[src/rtl/irlink_regs_pkg.sv]
package irlink_regs_pkg;
  localparam int ADDR_W   = 5;
  localparam int DATA_W   = 8;
  localparam int NUM_EVT  = 5;
  localparam int EVT_LSB  = DATA_W - NUM_EVT;  // status bit of evt_in[0]
  localparam int PTR_W    = 32;
  localparam int ALIGN_W  = 10;

  localparam int OFF_PTR_HI  = 'h02;
  localparam int OFF_PTR_LO  = 'h04;
  localparam int OFF_PTR_MID = 'h05;
  localparam int OFF_STS     = 'h0C;
  localparam int OFF_EN      = 'h0D;

  typedef struct packed {
    logic ptr_hi;
    logic ptr_lo;
    logic ptr_mid;
    logic sts;
    logic en;
  } reg_sel_t;
endpackage

[src/rtl/irlink_addr_dec.sv]
module irlink_addr_dec
  import irlink_regs_pkg::*;
#(
  parameter int AW = ADDR_W
) (
  input  logic [AW-1:0] addr,
  output reg_sel_t      sel
);
  always_comb begin
    sel         = '0;
    sel.ptr_hi  = (addr == AW'(OFF_PTR_HI));
    sel.ptr_lo  = (addr == AW'(OFF_PTR_LO));
    sel.ptr_mid = (addr == AW'(OFF_PTR_MID));
    sel.sts     = (addr == AW'(OFF_STS));
    sel.en      = (addr == AW'(OFF_EN));
  end
endmodule

[src/rtl/irlink_ring_ptr.sv]
module irlink_ring_ptr
  import irlink_regs_pkg::*;
#(
  parameter int DW = DATA_W,
  parameter int PW = PTR_W,
  parameter int AL = ALIGN_W
) (
  input  logic          clk,
  input  logic          rst,
  input  logic          wr_lo,
  input  logic          wr_mid,
  input  logic          wr_hi,
  input  logic [DW-1:0] wdata,
  output logic [DW-1:0] rd_lo,
  output logic [DW-1:0] rd_mid,
  output logic [DW-1:0] rd_hi,
  output logic [PW-1:0] base
);
  localparam int HI_W = PW - AL - 2 * DW;

  logic [DW-1:0]   lo_q, mid_q;
  logic [HI_W-1:0] hi_q;

  always_ff @(posedge clk) begin
    if (rst) begin
      lo_q  <= '0;
      mid_q <= '0;
      hi_q  <= '0;
    end else begin
      if (wr_lo)  lo_q  <= wdata;
      if (wr_mid) mid_q <= wdata;
      if (wr_hi)  hi_q  <= wdata[HI_W-1:0];
    end
  end

  assign rd_lo  = lo_q;
  assign rd_mid = mid_q;
  assign rd_hi  = DW'(hi_q);
  assign base   = {hi_q, mid_q, lo_q, {AL{1'b0}}};


  ptr_hold_chk: assert property (@(posedge clk) disable iff (rst)
    !(wr_lo || wr_mid || wr_hi) |=> $stable(base));

  ptr_lo_load_chk: assert property (@(posedge clk) disable iff (rst)
    wr_lo |=> (base[AL +: DW] == $past(wdata)));
endmodule

[src/rtl/irlink_irq_regs.sv]
module irlink_irq_regs
  import irlink_regs_pkg::*;
#(
  parameter int DW = DATA_W,
  parameter int NE = NUM_EVT
) (
  input  logic          clk,
  input  logic          rst,
  input  logic          wr_sts,
  input  logic          wr_en,
  input  logic [DW-1:0] wdata,
  input  logic [NE-1:0] evt_in,
  output logic [DW-1:0] rd_sts,
  output logic [DW-1:0] rd_en,
  output logic          irq
);
  localparam int LSB = DW - NE;

  logic [NE-1:0] sts_q, en_q, clr_mask;

  assign clr_mask = wr_sts ? wdata[DW-1:LSB] : '0;

  always_ff @(posedge clk) begin
    if (rst) begin
      sts_q <= '0;
      en_q  <= '0;
    end else begin
      sts_q <= (sts_q & ~clr_mask) | evt_in;
      if (wr_en) en_q <= wdata[DW-1:LSB];
    end
  end

  assign rd_sts = {sts_q, {LSB{1'b1}}};
  assign rd_en  = {en_q, {LSB{1'b0}}};
  assign irq    = |(sts_q & en_q);


  sticky_hold_chk: assert property (@(posedge clk) disable iff (rst)
    1'b1 |=> ((($past(sts_q) & ~$past(clr_mask)) & ~sts_q) == '0));

  set_wins_chk: assert property (@(posedge clk) disable iff (rst)
    (evt_in != '0) |=> ((sts_q & $past(evt_in)) == $past(evt_in)));

  clear_chk: assert property (@(posedge clk) disable iff (rst)
    (clr_mask != '0 && evt_in == '0) |=> ((sts_q & $past(clr_mask)) == '0));
endmodule

[src/rtl/irlink_host_regs.sv]
module irlink_host_regs
  import irlink_regs_pkg::*;
#(
  parameter int AW = ADDR_W,
  parameter int DW = DATA_W,
  parameter int NE = NUM_EVT,
  parameter int PW = PTR_W,
  parameter int AL = ALIGN_W
) (
  input  logic          clk,
  input  logic          rst,
  input  logic [AW-1:0] host_addr,
  input  logic          host_wr,
  input  logic [DW-1:0] host_wdata,
  input  logic          host_rd,
  output logic [DW-1:0] host_rdata,
  input  logic [NE-1:0] evt_in,
  output logic [PW-1:0] ring_base,
  output logic          irq
);
  reg_sel_t      sel;
  logic [DW-1:0] rd_lo, rd_mid, rd_hi, rd_sts, rd_en, rd_mux;

  irlink_addr_dec #(.AW(AW)) u_dec (.addr(host_addr), .sel(sel));

  irlink_ring_ptr #(.DW(DW), .PW(PW), .AL(AL)) u_ptr (
    .clk(clk), .rst(rst),
    .wr_lo(host_wr && sel.ptr_lo),
    .wr_mid(host_wr && sel.ptr_mid),
    .wr_hi(host_wr && sel.ptr_hi),
    .wdata(host_wdata),
    .rd_lo(rd_lo), .rd_mid(rd_mid), .rd_hi(rd_hi),
    .base(ring_base)
  );

  irlink_irq_regs #(.DW(DW), .NE(NE)) u_irq (
    .clk(clk), .rst(rst),
    .wr_sts(host_wr && sel.sts),
    .wr_en(host_wr && sel.en),
    .wdata(host_wdata),
    .evt_in(evt_in),
    .rd_sts(rd_sts), .rd_en(rd_en),
    .irq(irq)
  );

  always_comb begin
    rd_mux = '0;
    if (sel.ptr_lo)  rd_mux = rd_lo;
    if (sel.ptr_mid) rd_mux = rd_mid;
    if (sel.ptr_hi)  rd_mux = rd_hi;
    if (sel.sts)     rd_mux = rd_sts;
    if (sel.en)      rd_mux = rd_en;
  end

  always_ff @(posedge clk) begin
    if (rst)          host_rdata <= '0;
    else if (host_rd) host_rdata <= rd_mux;
  end


  rdata_hold_chk: assert property (@(posedge clk) disable iff (rst)
    !host_rd |=> $stable(host_rdata));

  reset_irq_low_chk: assert property (@(posedge clk)
    rst |=> !irq);

  align_chk: assert property (@(posedge clk) disable iff (rst)
    ring_base[AL-1:0] == '0);
endmodule

[config.mk]
export PLATFORM = sky130hd
export DESIGN_NAME = irlink_host_regs
export DESIGN_NICKNAME = d
export VERILOG_FILES = /design/src/rtl/irlink_regs_pkg.sv /design/src/rtl/irlink_addr_dec.sv /design/src/rtl/irlink_ring_ptr.sv /design/src/rtl/irlink_irq_regs.sv /design/src/rtl/irlink_host_regs.sv
export SDC_FILE = /design/constraint.sdc
export NUM_CORES = 1
export LEC_CHECK = 0
export ABC_AREA = 1
export BUFFER_PORTS_ARGS = -buffer_cell sky130_fd_sc_hd__clkbuf_2
export CAP_MARGIN = 20
export CORE_UTILIZATION = 54
export DETAILED_ROUTE_END_ITERATION = 6
export GPL_ROUTABILITY_DRIVEN = 0
export GPL_TIMING_DRIVEN = 1
export PLACE_DENSITY = 0.85
export SLEW_MARGIN = 20
export SYNTH_ARGS = -nofsm -noshare
export SYNTH_HDL_FRONTEND = slang
export SYNTH_SLANG_ARGS = --single-unit
[constraint.sdc]
create_clock -name clk -period 2.1 [get_ports clk]
set_input_delay 0.21 -clock clk [delete_from_list [all_inputs] [get_ports clk]]
set_output_delay 0.21 -clock clk [all_outputs]
set_load 0.02 [all_outputs]
; Word-level counts from Yosys, hierarchy flattened
; Cells that the tools add are included.
[word_totals]
reg_bits = 40
ramBits = 0
mem_bits_ro = 0
inputBits = 22
latchBits = 0
memories = 0
[classes]
n_addsub = 0
order_cmp = 0
n_reduce_logical = 6
shifts = 0
n_eq_ne = 5
div = 0
mux = 6
bitwise_logic = 4
n_mul = 0
[ops]
columns = op, count
row1 = 8-bit two-way mux, 5
row2 = 5-bit AND, 2
row3 = 5-bit by 3-bit equality test with 1-bit output (second input constant), 2
row4 = 5-bit by 4-bit equality test with 1-bit output (second input constant), 2
row5 = 5-bit by 2-bit equality test with 1-bit output (second input constant), 1
row6 = 1-bit logical AND, 5
row7 = 5-bit two-way mux, 1
row8 = 5-bit inverter, 1
row9 = 5-bit OR, 1
row10 = 5-bit OR reduction, 1

; Longest topological paths before layout
; Gate-level depths: netlist (run 1).
[logic_depth]
depth_word = 6
ltp_mapped = 8
mapped_depth_nobuf = 7

; Modules after synthesis
; A second synthesis (run 1) with hierarchy kept.
[hier_totals]
hier_cells = 376
hier_area_um2 = 2444.8
[by_module_without_submodules]
columns = module, cells_each, n_inst, seq_area_each_um2, area_per_inst_um2
row1 = irlink_ring_ptr, 161, 1, 440.4, 1136.1
row2 = irlink_host_regs, 134, 1, 160.2, 803.3
row3 = irlink_irq_regs, 66, 1, 200.2, 446.7
row4 = irlink_addr_dec, 15, 1, 0.0, 58.8

; Least setup slack after synthesis (run 1)
; No wires, ideal clock.
[synth_path]
kind = input-to-reg
start = input host_addr[0]
end = register u_ptr.hi_q[0]
t_required_ns = 1.981
stages = 5
path_slack_ns = 1.030
n_path_buf = 1
setup_ns = 0.119
arrival_ns = 0.951
path_cell_list = nor2_1 nand3_2 buf_6 o21ai_0 a21oi_1
[synth_via]
elab_chain_cells = 2
[synth_rtl]
columns = item, line
row1 = start: declaration, irlink_host_regs.sv:12  ; input logic [AW-1:0] host_addr,
row2 = 5-bit by 2-bit equality test with 1-bit output, irlink_addr_dec.sv:11  ; sel.ptr_hi = (addr == AW'(OFF_PTR_HI));
row3 = 1-bit logical AND, irlink_host_regs.sv:30  ; .wr_hi(host_wr && sel.ptr_hi),
row4 = end signal: assignment, irlink_ring_ptr.sv:32  ; if (wr_hi) hi_q <= wdata[HI_W-1:0];
row5 = end: declaration, irlink_ring_ptr.sv:22  ; logic [HI_W-1:0] hi_q;
; Every way passes these cells.
; A chain may end at the register's enable or synchronous reset.

; Worst setup path after layout (run 1)
[layout_path]
start = register u_irq.sts_q[0]
end = output irq
[layout_via]
elab_chain_cells = 2
[layout_rtl]
columns = item, line
row1 = start: declaration, irlink_irq_regs.sv:19  ; logic [NE-1:0] sts_q, en_q, clr_mask;
row2 = start signal: assignment, irlink_irq_regs.sv:28  ; sts_q <= (sts_q & ~clr_mask) | evt_in;
row3 = 5-bit AND, irlink_irq_regs.sv:35  ; assign irq = |(sts_q & en_q);
row4 = 5-bit OR reduction, irlink_irq_regs.sv:35
row5 = end: declaration, irlink_host_regs.sv:19  ; output logic irq
; Every way passes these cells.

==> impl_metrics.xml, run 1 <==
<?xml version="1.0" encoding="UTF-8"?>
<metrics>
  <group name="clocking">
    <metric name="post_cts.repair.setup_buffers" unit="">0</metric>
    <metric name="clock-root-buffer" unit="">sky130_fd_sc_hd__clkbuf_4</metric>
    <metric name="cts.hold.buffers_added" unit="">0</metric>
    <metric name="tritoncts.num_buffers" unit="">5</metric>
    <metric name="cts.repair.resized" unit="">0</metric>
    <metric name="tritoncts" unit="">done</metric>
    <metric name="worst_skew_pair.late_latency" unit="ps">350</metric>
    <metric name="tritoncts_num_sinks" unit="">40</metric>
    <metric name="cts_buffer_depth" unit="">2</metric>
    <metric name="cts.reportedPaths.clkPinSlew" unit="ps">120</metric>
    <metric name="cts_max_level" unit="">2</metric>
  </group>
  <group name="sta">
    <metric name="report.final.slew_viol_count" unit="">0</metric>
    <metric name="skew" unit="ps">9.78</metric>
    <metric name="timing_limited_maximum_frequency" unit="GHz">0.626</metric>
    <metric name="final_critical_path_setup_slack" unit="ps">504</metric>
    <metric name="setup_violations" unit="">0</metric>
    <metric name="max_slew.worst_pin.slew" unit="ps">499</metric>
    <metric name="final_hold_viol_count" unit="">0</metric>
    <metric name="totalNegativeSetupSlack" unit="ps">0</metric>
    <metric name="final_cycle_share" unit="%">76.0</metric>
    <metric name="grt_setup_unrepaired" unit="">false</metric>
    <metric name="slew_headroom" unit="%">66.6</metric>
    <metric name="fin_crit" unit="ps">1600</metric>
  </group>
  <group name="detailed_routing">
    <metric name="detail_route.wirelength" unit="mm">4.59</metric>
    <metric name="drc" unit="">0</metric>
    <metric name="detail-route-antenna-nets" unit="">0</metric>
    <metric name="route.detailed.vias_per_inst" unit="">5.33</metric>
    <metric name="drt_pass1_iterations" unit="">4</metric>
    <metric name="routed-via-count" unit="">1904</metric>
    <metric name="initialDrtViolationCount" unit="">126</metric>
    <metric name="route.detailed.wl_per_inst" unit="µm">12.9</metric>
  </group>
  <group name="finish">
    <metric name="n_antenna_cell" unit="">0</metric>
    <metric name="drive_above_1_share" unit="%">24.8</metric>
    <metric name="syn_to_final_growth" unit="%">14.3</metric>
    <metric name="number_of_nets_in_the_layout" unit="">332</metric>
    <metric name="fill_cells" unit="">324</metric>
    <metric name="design_area" unit="mm²">0.00218</metric>
  </group>
  <group name="pwr">
    <metric name="irDropWorstVdd" unit="mV">0.402</metric>
    <metric name="power_per_cell_area" unit="mW/mm²">614</metric>
    <metric name="leakagePower" unit="nW">0.919</metric>
  </group>
  <group name="global_routing">
    <metric name="grt_pass1_vias" unit="">1632</metric>
    <metric name="pin_count_of_the_biggest_net_entering_global_routing" unit="">30</metric>
    <metric name="grt_util_all_layers" unit="%">27.3</metric>
    <metric name="antenna_found_initial" unit="">0</metric>
    <metric name="grt-ovfl-total" unit="">0</metric>
    <metric name="grt_pass1_wl" unit="mm">7.41</metric>
  </group>
  <group name="critical_path">
    <metric name="worst_r2r_path_depth" unit="">4</metric>
    <metric name="slowest_stage" unit="">sky130_fd_sc_hd__dfxtp_1</metric>
    <metric name="r2r-start" unit="">u_ptr.rd_lo[4]</metric>
    <metric name="crit_path_cell_trace" unit="">nand2_1, nand2_1, a221oi_1, nand2_1, clkbuf_2</metric>
    <metric name="crit_startpoint" unit="">u_irq.sts_q[0]</metric>
    <metric name="crit-reg2reg-capture" unit="">host_rdata[4]</metric>
    <metric name="critPathLaunchType" unit="">register</metric>
    <metric name="slowest_delay" unit="ps">350</metric>
    <metric name="cp_max_fo" unit="">3</metric>
    <metric name="cp_common_cell" unit="">sky130_fd_sc_hd__nand2_1</metric>
    <metric name="worstSetupPathType" unit="">reg2out</metric>
    <metric name="endpoint_kind" unit="">output port</metric>
    <metric name="timing.critical_path.required" unit="ps">1890</metric>
    <metric name="worst_r2r_setup_slack" unit="ps">1220</metric>
    <metric name="critical_path_arrival" unit="ps">1390</metric>
  </group>
  <group name="floorplan">
    <metric name="die-height" unit="µm">61.5</metric>
    <metric name="die_outline_width" unit="µm">61.5</metric>
    <metric name="floorplan.die_area" unit="mm²">0.00378</metric>
    <metric name="ioPinCount" unit="">63</metric>
    <metric name="core_region_area" unit="mm²">0.00336</metric>
    <metric name="core.rowCount" unit="">21</metric>
    <metric name="initial_core_util" unit="%">56.8</metric>
  </group>
  <group name="placement">
    <metric name="postPlaceCellArea" unit="mm²">0.00212</metric>
    <metric name="place.port_buffers" unit="">52</metric>
    <metric name="pre_cts_ws" unit="ps">592</metric>
    <metric name="place_hpwl" unit="mm">3.36</metric>
  </group>
  <group name="synthesis">
    <metric name="synthDominantAreaCellType" unit="">sky130_fd_sc_hd__dfxtp_1</metric>
    <metric name="synth_seq_area_share" unit="%">41.9</metric>
    <metric name="post_syn_area_per_cell" unit="µm²">7.29</metric>
    <metric name="synth.most_common_cell" unit="">sky130_fd_sc_hd__nand2_1</metric>
    <metric name="ys_warn_count" unit="">0</metric>
    <metric name="edff_count_synth" unit="">0</metric>
    <metric name="synthArstFlopShare" unit="%">0</metric>
    <metric name="syn_inst" unit="">262</metric>
    <metric name="syn_area" unit="mm²">0.00191</metric>
    <metric name="post_synth_main_area_contributors" unit="">sky130_fd_sc_hd__dfxtp_1 (42%), sky130_fd_sc_hd__nand2_1 (12%), sky130_fd_sc_hd__a21oi_1 (10%)</metric>
    <metric name="netlist_top_cells_count" unit="">sky130_fd_sc_hd__nand2_1 (61), sky130_fd_sc_hd__dfxtp_1 (40), sky130_fd_sc_hd__a21oi_1 (39)</metric>
    <metric name="yosysTopAreaCellShare" unit="%">41.9</metric>
    <metric name="ys_seq_elements" unit="">40</metric>
    <metric name="flip_flop_cell_with_the_highest_count_after_synthesis" unit="">sky130_fd_sc_hd__dfxtp_1</metric>
    <metric name="yosysUniqueCellTypes" unit="">23</metric>
  </group>
  <group name="hold_path">
    <metric name="min_from" unit="">evt_in[0]</metric>
    <metric name="hold-path-cell-count" unit="">3</metric>
    <metric name="hold_path_class" unit="">in2reg</metric>
    <metric name="min_delay_worst_endpoint" unit="">u_irq.sts_q[0]</metric>
  </group>
  <group name="run_status">
    <metric name="outcome" unit="">finished, final reports clean</metric>
  </group>
  <group name="flow_run">
    <metric name="drv_cap" unit="">0</metric>
  </group>
</metrics>
-- sequential cells by signal, summed over array words and instances (netlist names) --
register	cells
u_ptr.hi_q	6
u_irq.sts_q	5
u_irq.en_q	5
host_rdata	8
u_ptr.rd_mid	8
u_ptr.rd_lo	8
-- critical path, delay by kind of cell, from the launching register on --
kind,cells,cell delay (ps)
buffers and inverters,1,170
AND/OR/NAND/NOR,3,220
AO/OA/AOI/OAI,1,300
flip-flops,1,350
-- through the flow --
stage / hold WS [ps] / power [W] / utilization, % / instances
3_5_place_dp: 425 / 0.000942 / 63.2 / 349
5_1_grt: 53.9 / 0.00140 / 64.9 / 357
2_1_floorplan: 327 / 0.000904 / - / 271
6_report: 60.6 / 0.00134 / 64.9 / 357
4_1_cts: 56.3 / 0.00134 / 64.9 / 357
3_3_place_gp: 418 / 0.000939 / 63.2 / 349
-- layout make-up --
cell class	count	area (µm²)	share of cell area, %
clock buffers	8	58.8	2.69
multi-input cells	189	916	41.9
flip-flops and latches	40	801	36.7
well taps	46	57.6	2.64
inverters	20	75.1	3.44
repair buffers	54	275	12.6
-- worst max-delay path by stage --
stage	endpoint	slack, ps	cells past startpoint
after floorplan	u_ptr.hi_q[0]	1030	5
after global placement	u_ptr.rd_mid[5]	630	7
after detailed placement	u_ptr.rd_lo[7]	590	7
after CTS	irq	480	5
after global routing	irq	400	5
final	irq	500	5
-- cell families (layout without fill, tap and decap cells) --
logic type / after synthesis / in the layout / share of synthesized area [%]
AOI/OAI and AO/OA: 56 / 56 / 15.5
buffers and inverters: 42 / 82 / 11.9
DFF: 40 / 40 / 41.9
other: 1 / 10 / 0.196
and+or+nand+nor: 123 / 123 / 30.5
-- routing by layer --
| metal | global-route usage [%] | share of wire (%) |
|---|---|---|
| met5 | 0 | 0 |
| met4 | 12.4 | 2.0 |
| met3 | 4.83 | 7.3 |
| met2 | 44.4 | 48 |
| met1 | 35.3 | 43 |
-- power by group --
group | switching (W) | total [W] | internal (W)
Combinational | 0.000102 | 0.000142 | 0.0000400
Clock | 0.000249 | 0.000414 | 0.000165
Sequential | 0.0000107 | 0.000783 | 0.000773
-- placed cells by master (no fill, tap or decap), types with 3 or more instances in the layout --
| master | count |
|---|---|
| sky130_fd_sc_hd__a21oi_1 | 39 |
| sky130_fd_sc_hd__clkbuf_2 | 52 |
| sky130_fd_sc_hd__clkbuf_4 | 5 |
| sky130_fd_sc_hd__conb_1 | 10 |
| sky130_fd_sc_hd__dfxtp_1 | 40 |
| sky130_fd_sc_hd__inv_1 | 17 |
| sky130_fd_sc_hd__inv_2 | 3 |
| sky130_fd_sc_hd__nand2_1 | 61 |
| sky130_fd_sc_hd__nand3_1 | 30 |
| sky130_fd_sc_hd__nand3_2 | 4 |
| sky130_fd_sc_hd__nand4_1 | 9 |
| sky130_fd_sc_hd__nor2_1 | 11 |
| sky130_fd_sc_hd__nor2_2 | 3 |
| sky130_fd_sc_hd__nor2_4 | 3 |
| sky130_fd_sc_hd__o21ai_0 | 11 |
Power figures use the tool's default switching activity.
==> inputs of run 2 (changes only) <==
--- a/config.mk
+++ b/config.mk
@@ -8,11 +8,11 @@
 export ABC_AREA = 1
 export BUFFER_PORTS_ARGS = -buffer_cell sky130_fd_sc_hd__clkbuf_2
 export CAP_MARGIN = 20
-export CORE_UTILIZATION = 54
+export CORE_UTILIZATION = 50
 export DETAILED_ROUTE_END_ITERATION = 6
 export GPL_ROUTABILITY_DRIVEN = 0
 export GPL_TIMING_DRIVEN = 1
-export PLACE_DENSITY = 0.85
+export PLACE_DENSITY = 0.79
 export SLEW_MARGIN = 20
 export SYNTH_ARGS = -nofsm -noshare
 export SYNTH_HDL_FRONTEND = slang
==> constraint.sdc (replaced) <==
create_clock -name clk -period 1.6 [get_ports clk]
set_input_delay 0.16 -clock clk [delete_from_list [all_inputs] [get_ports clk]]
set_output_delay 0.16 -clock clk [all_outputs]
set_load 0.02 [all_outputs]
==> impl_metrics.xml, run 2 (synthesis results as in run 1) <==
<?xml version="1.0" encoding="UTF-8"?>
<metrics>
  <group name="hold_path">
    <metric name="hold-path-cell-count" unit="">3</metric>
    <metric name="min_delay_worst_endpoint" unit="">u_irq.sts_q[2]</metric>
    <metric name="hold_path_class" unit="">in2reg</metric>
    <metric name="min_from" unit="">evt_in[2]</metric>
  </group>
  <group name="sta">
    <metric name="final_hold_viol_count" unit="">0</metric>
    <metric name="report.final.slew_viol_count" unit="">0</metric>
    <metric name="totalNegativeSetupSlack" unit="ps">0</metric>
    <metric name="skew" unit="ps">7.96</metric>
    <metric name="final_cycle_share" unit="%">91.9</metric>
    <metric name="fin_crit" unit="ps">1470</metric>
    <metric name="grt_setup_unrepaired" unit="">false</metric>
    <metric name="setup_violations" unit="">0</metric>
    <metric name="hold-worst-slack" unit="ps">65.2</metric>
    <metric name="timing_limited_maximum_frequency" unit="GHz">0.680</metric>
  </group>
  <group name="clocking">
    <metric name="clock-root-buffer" unit="">sky130_fd_sc_hd__clkbuf_8</metric>
    <metric name="cts.reportedPaths.clkPinSlew" unit="ps">80</metric>
    <metric name="post_cts.repair.setup_buffers" unit="">0</metric>
    <metric name="cts_buffer_depth" unit="">2</metric>
    <metric name="cts_max_level" unit="">2</metric>
    <metric name="cts.repair.resized" unit="">0</metric>
    <metric name="worst_skew_pair.late_latency" unit="ps">300</metric>
    <metric name="tritoncts_num_sinks" unit="">40</metric>
    <metric name="cts.hold.buffers_added" unit="">0</metric>
    <metric name="tritoncts.num_buffers" unit="">5</metric>
    <metric name="tritoncts" unit="">done</metric>
  </group>
  <group name="placement">
    <metric name="place_hpwl" unit="mm">3.35</metric>
    <metric name="place.port_buffers" unit="">52</metric>
  </group>
  <group name="pwr">
    <metric name="sequentialPowerShare" unit="%">55.3</metric>
    <metric name="netSwitchingFraction" unit="%">26.6</metric>
    <metric name="irDropWorstVdd" unit="mV">0.539</metric>
    <metric name="p_clk_share" unit="%">34.4</metric>
    <metric name="cell_internal_pwr" unit="W">0.00136</metric>
    <metric name="pwr-share-comb" unit="%">10.3</metric>
    <metric name="total_switching_power" unit="W">0.000494</metric>
    <metric name="power_per_cell_area" unit="mW/mm²">827</metric>
    <metric name="leakagePower" unit="nW">0.953</metric>
  </group>
  <group name="finish">
    <metric name="top_library_cells_by_usage_in_the_layout_fill_and_taps_aside" unit="">sky130_fd_sc_hd__nand2_1 (61), sky130_fd_sc_hd__clkbuf_2 (52), sky130_fd_sc_hd__dfxtp_1 (40), sky130_fd_sc_hd__a21oi_1 (39), sky130_fd_sc_hd__nand3_1 (30)</metric>
    <metric name="syn_to_final_growth" unit="%">17.6</metric>
    <metric name="drive_above_1_share" unit="%">26.3</metric>
    <metric name="n_antenna_cell" unit="">0</metric>
    <metric name="fill_cells" unit="">359</metric>
    <metric name="area_occupied_by_multi_input_gates" unit="µm²">916</metric>
    <metric name="sequential_cell_area" unit="µm²">801</metric>
    <metric name="mostFrequentLayoutCell" unit="">sky130_fd_sc_hd__nand2_1</metric>
    <metric name="number_of_nets_in_the_layout" unit="">337</metric>
  </group>
  <group name="global_routing">
    <metric name="grt_pass1_wl" unit="mm">7.67</metric>
    <metric name="antenna_found_initial" unit="">0</metric>
    <metric name="grt_util_all_layers" unit="%">24.8</metric>
    <metric name="pin_count_of_the_biggest_net_entering_global_routing" unit="">30</metric>
    <metric name="grt_pass1_vias" unit="">1723</metric>
    <metric name="grt-ovfl-total" unit="">0</metric>
  </group>
  <group name="detailed_routing">
    <metric name="initialDrtViolationCount" unit="">184</metric>
    <metric name="drc" unit="">0</metric>
    <metric name="route.detailed.wl_per_inst" unit="µm">12.6</metric>
    <metric name="detail-route-antenna-nets" unit="">0</metric>
    <metric name="detail_route.wirelength" unit="mm">4.57</metric>
    <metric name="drt_pass1_iterations" unit="">5</metric>
    <metric name="routed-via-count" unit="">1896</metric>
    <metric name="route.detailed.vias_per_inst" unit="">5.22</metric>
  </group>
  <group name="floorplan">
    <metric name="die-height" unit="µm">63.8</metric>
    <metric name="core.rowCount" unit="">22</metric>
    <metric name="die_outline_width" unit="µm">63.8</metric>
    <metric name="initial_core_util" unit="%">52.2</metric>
    <metric name="ioPinCount" unit="">63</metric>
    <metric name="floorplan.die_area" unit="mm²">0.00407</metric>
    <metric name="core_region_area" unit="mm²">0.00366</metric>
  </group>
  <group name="critical_path">
    <metric name="endpoint_kind" unit="">output port</metric>
    <metric name="critPathLaunchType" unit="">register</metric>
    <metric name="worstSetupPathType" unit="">reg2out</metric>
    <metric name="worst_r2r_path_depth" unit="">4</metric>
    <metric name="timing.critical_path.required" unit="ps">1440</metric>
    <metric name="cp_max_fo" unit="">3</metric>
    <metric name="crit-reg2reg-capture" unit="">host_rdata[5]</metric>
    <metric name="worst_r2r_setup_slack" unit="ps">740</metric>
    <metric name="r2r-start" unit="">u_ptr.rd_lo[5]</metric>
    <metric name="critical_path_arrival" unit="ps">1310</metric>
  </group>
  <group name="run_status">
    <metric name="outcome" unit="">finished, final reports clean</metric>
  </group>
  <group name="flow_run">
    <metric name="drv_cap" unit="">0</metric>
  </group>
</metrics>
==> run 2: cell types whose count changed in the layout (fill, tap and decap cells not counted) <==
cell	delta
sky130_fd_sc_hd__clkbuf_8	+4
sky130_fd_sc_hd__clkbuf_1	-2
sky130_fd_sc_hd__clkinvlp_4	+1
sky130_fd_sc_hd__clkinv_2	+1
sky130_fd_sc_hd__buf_4	+5
sky130_fd_sc_hd__clkbuf_4	-5
==> run 2: per-layer routing <==
| layer | vias to the layer above | wire, µm | share of wire (%) | global-route usage (%) |
|---|---|---|---|---|
| li1 | 955 | - | - | - |
| met1 | 866 | 2070 | 45 | 31.8 |
| met2 | 70 | 2130 | 47 | 40.0 |
| met3 | 5 | 309 | 6.8 | 5.36 |
| met4 | 0 | 62 | 1.4 | 10.2 |
| met5 | - | 0 | 0 | 0 |
==> run 2: power by group through the flow <==
stage	sequential, W	clock (W)	combinational [W]
floorplan	0.00106	0	0.000130
global placement	0.00105	0	0.000189
detailed placement	0.00105	0	0.000191
CTS	0.00103	0.000650	0.000191
global route	0.00103	0.000688	0.000211
finish	0.00103	0.000639	0.000192
==> run 2: worst max-delay path, cell delays in order (launching register included) <==
cell                       delay, ps
sky130_fd_sc_hd__dfxtp_1         340
sky130_fd_sc_hd__nand2_1          80
sky130_fd_sc_hd__nand2_1          60
sky130_fd_sc_hd__a221oi_1        280
sky130_fd_sc_hd__nand2_1          90
sky130_fd_sc_hd__clkbuf_2        170
==> run 2: worst max path at each step <==
| stage | startpoint | to | depth (start not counted) |
|---|---|---|---|
| floorplan | host_addr[0] | u_ptr.hi_q[0] | 5 |
| global placement | host_addr[1] | host_rdata[1] | 8 |
| detailed placement | host_addr[1] | host_rdata[1] | 8 |
| CTS | u_irq.sts_q[0] | irq | 5 |
| global route | u_irq.sts_q[0] | irq | 5 |
| finish | u_irq.sts_q[0] | irq | 5 |
==> run 2: final cells by class <==
| type | instances | area share [%] |
|---|---|---|
| flip-flops and latches | 40 | 35.7 |
| clock buffers | 5 | 3.06 |
| clock inverters | 2 | 0.557 |
| multi-input cells | 189 | 40.8 |
| repair buffers | 59 | 13.9 |
| well taps | 48 | 2.67 |
| inverters | 20 | 3.34 |
==> run 2: metrics by stage <==
stage | cells | setup slack [ps] | cell area, µm² | util (%) | power [W]
2_1_floorplan | 271 | 580 | 1940 | - | 0.00119
3_3_place_gp | 356 | 240 | 2160 | 59.1 | 0.00124
3_5_place_dp | 356 | 214 | 2160 | 59.1 | 0.00124
4_1_cts | 363 | 116 | 2250 | 61.3 | 0.00187
5_1_grt | 363 | 19.4 | 2250 | 61.3 | 0.00193
6_report | 363 | 129 | 2250 | 61.3 | 0.00186
